[src/rtl/crc16_eng_pkg.sv]
package crc16_eng_pkg;
    typedef enum logic [1:0] {
        ST_EMPTY     = 2'd0,
        ST_ACCUM     = 2'd1,
        ST_SATURATED = 2'd2
    } eng_state_t;

    localparam logic [1:0] SEL_CTRL   = 2'b00;
    localparam logic [1:0] SEL_RESULT = 2'b01;
endpackage

[src/rtl/crc16_byte_step.sv]
module crc16_byte_step #(
    parameter int              CRC_W = 16,
    parameter logic [CRC_W-1:0] POLY = 16'h8408
) (
    input  logic [CRC_W-1:0] crc_in,
    input  logic [7:0]       byte_in,
    output logic [CRC_W-1:0] crc_out
);
    localparam int NBITS = 8;

    logic [CRC_W-1:0] stage [0:NBITS];

    assign stage[0] = crc_in ^ {{(CRC_W-NBITS){1'b0}}, byte_in};

    for (genvar gi = 0; gi < NBITS; gi++) begin : g_bit
        assign stage[gi+1] = stage[gi][0] ? ((stage[gi] >> 1) ^ POLY)
                                          : (stage[gi] >> 1);
    end

    assign crc_out = stage[NBITS];
endmodule

[src/rtl/crc16_sat_counter.sv]
module crc16_sat_counter #(
    parameter int CNT_W = 12
) (
    input  logic             clk,
    input  logic             rst_n,
    input  logic             clr,
    input  logic             inc,
    output logic [CNT_W-1:0] count
);
    always_ff @(posedge clk or negedge rst_n) begin
        if (!rst_n)
            count <= '0;
        else if (clr)
            count <= '0;
        else if (inc)
            count <= count + 1'b1;
    end
endmodule

[src/rtl/crc16_read_mux.sv]
module crc16_read_mux #(
    parameter int DATA_W = 16,
    parameter int CNT_W  = 12,
    parameter int CRC_W  = 16
) (
    input  logic [1:0]        sel,
    input  logic [CNT_W-1:0]  count,
    input  logic [CRC_W-1:0]  result,
    output logic [DATA_W-1:0] rdata
);
    import crc16_eng_pkg::*;

    always_comb begin
        case (sel)
            SEL_CTRL:   rdata = {{(DATA_W-CNT_W){1'b0}}, count};
            SEL_RESULT: rdata = result;
            default:    rdata = '0;
        endcase
    end
endmodule

[src/rtl/crc16_byte_engine.sv]
module crc16_byte_engine #(
    parameter int               DATA_W  = 16,
    parameter int               CNT_W   = 12,
    parameter int               CRC_W   = 16,
    parameter logic [CRC_W-1:0] POLY    = 16'h8408,
    parameter logic [CRC_W-1:0] INIT    = 16'hFFFF,
    parameter logic [CRC_W-1:0] XOROUT  = 16'hFFFF,
    parameter int               CLR_BIT = 15
) (
    input  logic              clk,
    input  logic              rst_n,
    input  logic              ctl_we,
    input  logic              dat_we,
    input  logic [DATA_W-1:0] wdata,
    input  logic [1:0]        rd_sel,
    output logic [DATA_W-1:0] rdata
);
    import crc16_eng_pkg::*;

    localparam logic [CNT_W-1:0] CNT_MAX  = {CNT_W{1'b1}};
    localparam logic [CNT_W-1:0] CNT_LAST = CNT_MAX - 1'b1;

    eng_state_t       state_q, state_d;
    logic             clr, feed, cnt_inc;
    logic [CRC_W-1:0] crc_q, crc_next;
    logic [CNT_W-1:0] cnt_q;
    logic             unused_wbits;

    assign unused_wbits = ^wdata;
    assign clr  = ctl_we & wdata[CLR_BIT];
    assign feed = dat_we & ~clr;

    // State register
    always_ff @(posedge clk or negedge rst_n) begin
        if (!rst_n)
            state_q <= ST_EMPTY;
        else
            state_q <= state_d;
    end

    // Next state and outputs
    always_comb begin
        state_d = state_q;
        cnt_inc = 1'b0;
        if (clr) begin
            state_d = ST_EMPTY;
        end else if (feed) begin
            unique case (state_q)
                ST_EMPTY, ST_ACCUM: begin
                    cnt_inc = 1'b1;
                    state_d = (cnt_q == CNT_LAST) ? ST_SATURATED : ST_ACCUM;
                end
                ST_SATURATED: begin
                    cnt_inc = 1'b0;
                    state_d = ST_SATURATED;
                end
                default: state_d = ST_EMPTY;
            endcase
        end
    end

    crc16_byte_step #(.CRC_W(CRC_W), .POLY(POLY)) u_step (
        .crc_in  (crc_q),
        .byte_in (wdata[7:0]),
        .crc_out (crc_next)
    );

    always_ff @(posedge clk or negedge rst_n) begin
        if (!rst_n)
            crc_q <= INIT;
        else if (clr)
            crc_q <= INIT;
        else if (feed)
            crc_q <= crc_next;
    end

    crc16_sat_counter #(.CNT_W(CNT_W)) u_cnt (
        .clk   (clk),
        .rst_n (rst_n),
        .clr   (clr),
        .inc   (cnt_inc),
        .count (cnt_q)
    );

    crc16_read_mux #(.DATA_W(DATA_W), .CNT_W(CNT_W), .CRC_W(CRC_W)) u_rmux (
        .sel    (rd_sel),
        .count  (cnt_q),
        .result (crc_q ^ XOROUT),
        .rdata  (rdata)
    );
endmodule

[config.mk]
export PLATFORM = sky130hd
export DESIGN_NAME = crc16_byte_engine
export DESIGN_NICKNAME = d
export VERILOG_FILES = /design/src/rtl/crc16_eng_pkg.sv /design/src/rtl/crc16_byte_step.sv /design/src/rtl/crc16_sat_counter.sv /design/src/rtl/crc16_read_mux.sv /design/src/rtl/crc16_byte_engine.sv
export SDC_FILE = /design/constraint.sdc
export NUM_CORES = 1
export LEC_CHECK = 0
export BUFFER_PORTS_ARGS = -buffer_cell sky130_fd_sc_hd__buf_2
export CAP_MARGIN = 20
export CORE_ASPECT_RATIO = 0.6
export CORE_UTILIZATION = 58
export CTS_CLUSTER_DIAMETER = 150
export CTS_CLUSTER_SIZE = 16
export DETAILED_ROUTE_END_ITERATION = 10
export HOLD_SLACK_MARGIN = 0.05
export PLACE_DENSITY_LB_ADDON = 0.1
export SKIP_LAST_GASP = 1
export SYNTH_ARGS = -nofsm -noshare
export SYNTH_HDL_FRONTEND = slang
export SYNTH_SLANG_ARGS = --single-unit
[constraint.sdc]
create_clock -name clk -period 2.9 [get_ports clk]
set_input_delay 0 -clock clk [delete_from_list [all_inputs] [get_ports clk]]
set_output_delay 0 -clock clk [all_outputs]
set_load 0.01 [all_outputs]
==> run summary <==
The flow ran to the end, and the final reports show no timing, DRC or antenna violations. 0 antenna diodes ended up in the layout. Ranked by total cell area, the synthesized netlist is headed by dfstp_2 (24%), dfrtp_1 (20%), xnor2_1 (12%). Summed over all nets, the half-perimeter wirelength after detailed placement is 2.94 mm.

The CTS buffer count came out at 5. The tools report the buffer type at the clock tree root as clkbuf_8. The count of pins over their slew limit was 0; the power per standard cell area was 896 mW/mm2. The synthesized area per cell came out at 9.05 um2. The floorplan die area was 0.00324 mm2; the worst-skew pair later-pin latency was 0.28 ns. The number of antenna violations at the first check in global routing was 0; the number of nets in the finished design was 245. For this run, the total global-route usage over all layers was measured as 29.3%.

The run gives 612 MHz as the highest clock rate. In this run the post-CTS setup repair buffer count came out at 0. The run gives 3.10 ns as the required time at the worst-slack endpoint. The tools report the placer's final routability congestion estimate as 0.876. For this run, design rule violations remaining after detail routing come to 0. IR analysis of the VDD net gives a maximum drop of 0.610 mV. TritonCTS built the clock tree.

The die height is 44.5 um. Internal power component: 0.00114 W. After clock tree synthesis, the clock-pin slew on the worst setup and hold paths is 0.07 ns. In the routed layout, each cell is associated on average with a via count of 5.72. Of the cells placed in the final design, the portion with a size suffix greater than 1 is 24.8%. The run gives 1,498 as the total via count in the routed design. The share of the Yosys chip area taken by registers is 44.1%. The highest net fanout along the worst path works out to 3. STA classifies the critical path endpoint as a flop. Counting every sink on the clock net gives 30. The placed instances occupy a cell area of 0.00191 mm2. The tools report the synthesized net count as 217. The worst clock skew was 0.00639 ns.

The most used flip-flop cell after synthesis is dfstp_2. For this block, the initial DRC count from the detailed router was 197. The number of hold violations in the final report was 0. The proportion of total power due to net switching was 36.7%. Maximum number of pins on one net before global-route repair: 31. The count of pins on the block boundary is 38. The final cell count without fillers is 262, and the total design power is 0.00180 W. The number of placement rows is 14.

Setup violations remaining at the end of the flow were counted as 0. The area growth from synthesis to final layout is 15.0%, and the post-route clock period utilization is 56.3%. The first-pass GRT wire length was 6.77 mm; the number of enable-type register cells in the synthesized netlist was 0. The run gives 1 as the number of buffers added to fix hold violations after cts.

Data arrives at the worst endpoint at 1.84 ns. For the distinct cell type count of the synthesized netlist, the log shows 31. The critical path is of the flop to flop type.

The tools report the aggregate negative setup slack as 0 ns. The clock passes through at most 2 buffers. Wires add up to 4.11 mm. The proportion of synthesized flip-flops having asynchronous set or reset came out at 100%. During synthesis, Yosys emitted a total of 0 warnings.

The analysis attributes to cell leakage a power of 0.903 nW. Before CTS, the worst setup slack after placement is 1.25 ns. The tools report the sequential share of power as 41.3%.

The level count of the clock H-tree was 2; the total placed cells including tap cells was 253. The tool flagged a number of max-cap violations equal to 0. For the pin with the worst max-slew slack, the measured transition is 0.857 ns. The run gives 193 as the number of filler cells placed in the layout.

The number of global-route vias before repair was 1,359; the effective utilization at floorplan was 65.2%. The worst path meets setup with 1.27 ns of slack. dfstp_2 takes more of the synthesized area than any other cell. After synthesis the cells add up to 0.00175 mm2.

In the post-synthesis netlist, the cell with the most instances is nor2_1. The worst hold path belongs to the class primary input to flop. The post-cts sizing count is 0, and the part of the total power dissipated in the clock network is 19.2%. The core region is 0.00268 mm2. The synthesized flop and latch total came out at 30.

Setup repair after global routing left no endpoint under its margin. For this design the total switching power over the nets is 0.000661 W. The die is 72.8 um wide. The worst setup path is launched from a flop.

By count the netlist is led by nor2_1 (37), xnor2_1 (23), dfstp_2 (16). The clock period could shrink to 1.63 ns. The cell count after synthesis was 193. After detailed routing, the average wire length per cell comes to 15.7 um. Before antenna repair, the detailed router went through 4 iterations.

The residual overflow from global routing is 0, and the number of port buffers is 30. Portion of total power attributed to combinational logic: 39.5%. Headroom to the max-slew limit came out at 42.9%.

The detail route stage leaves a number of antenna-violating nets equal to 0. Area of all placed cells without fillers: 0.00201 mm2. The synthesized design devotes to its leading area cell type 24.1% of total area.
[logic make-up after synthesis]
family | count (synthesis) | share of synthesized area [%]
compound gates | 34 | 11.9
simple gates | 69 | 18.4
buf+inv | 19 | 4.15
flops | 30 | 44.1
mux | 6 | 3.44
xor+xnor | 33 | 16.5
fa+ha+maj | 2 | 1.43
[cell type report]
cell class	instances	area [um2]	share of cell area (%)
Clock buffer	7	86.3	4.30
Clock inverter	1	5.00	0.249
Inverter	9	33.8	1.68
Multi-Input combinational cell	144	903	45.0
Sequential cell	30	771	38.4
Tap cell	40	50.0	2.49
Timing Repair Buffer	31	160	7.97
[layer usage]
layer	wire length, um	share of wire (%)	global-route usage, %
met1	1990	49	42.9
met4	90	2.2	8.24
met3	328	8.0	8.66
met2	1700	41	42.4
met5	0	0	0
[cells in the final DEF, fill, tap and decap left out, drive strengths merged]
cell type / count
a31oi: 3
clkinv: 2
mux2i: 6
and2: 1
and4: 1
dfrtp: 14
ha: 2
or4: 2
o21ai: 10
nand4: 4
a211o: 1
nand2: 10
xnor2: 23
nor2: 37
dlygate4sd3: 1
o31ai: 2
nand3: 4
nand3b: 1
and4b: 2
a22oi: 1
nand2b: 2
dfstp: 16
o211ai: 2
buf: 30
clkbuf: 7
xor2: 10
a211oi: 7
inv: 8
a21oi: 8
nor3: 5
[worst paths after layout]
check | from | to | slack, ns | depth (start not counted)
max | crc_q[2] | crc_q[9] | 1.27 | 4
min | dat_we | crc_q[5] | 0.13 | 3
max reg2reg | crc_q[2] | crc_q[9] | 1.27 | 4
min reg2reg | state_q[0] | state_q[0] | 0.54 | 2
max in group asynchronous | rst_n | u_cnt.count[1] | 2.18 | 2
min in group asynchronous | rst_n | u_cnt.count[3] | 0.30 | 2
[power by group through the flow]
| stage | Sequential [W] | Clock, W | Combinational [W] |
|---|---|---|---|
| 6_report | 0.000744 | 0.000346 | 0.000711 |
| 5_1_grt | 0.000759 | 0.000372 | 0.000778 |
| 3_3_place_gp | 0.000738 | 0 | 0.000675 |
| 4_1_cts | 0.000741 | 0.000348 | 0.000706 |
| 2_1_floorplan | 0.000705 | 0 | 0.000559 |
| 3_5_place_dp | 0.000746 | 0 | 0.000694 |
[sequential cells by signal, summed over array words and instances (netlist names)]
name         flops
crc_q           16
state_q          2
u_cnt.count     12
[critical path, stage by stage (launching register included)]
cell and delay [ns]:
dfstp_2 0.56, xnor2_1 0.17, xnor2_1 0.50, xor2_1 0.12, a31oi_1 0.20
[through the flow]
stage | utilization, % | hold WS [ns]
after global routing | 75.0 | 0.136
final | 75.0 | 0.131
after CTS | 75.0 | 0.126
after global placement | 71.2 | 0.0561
after detailed placement | 71.2 | 0.0630
after floorplan | - | -0.296
(Power assumes the default switching activity.)
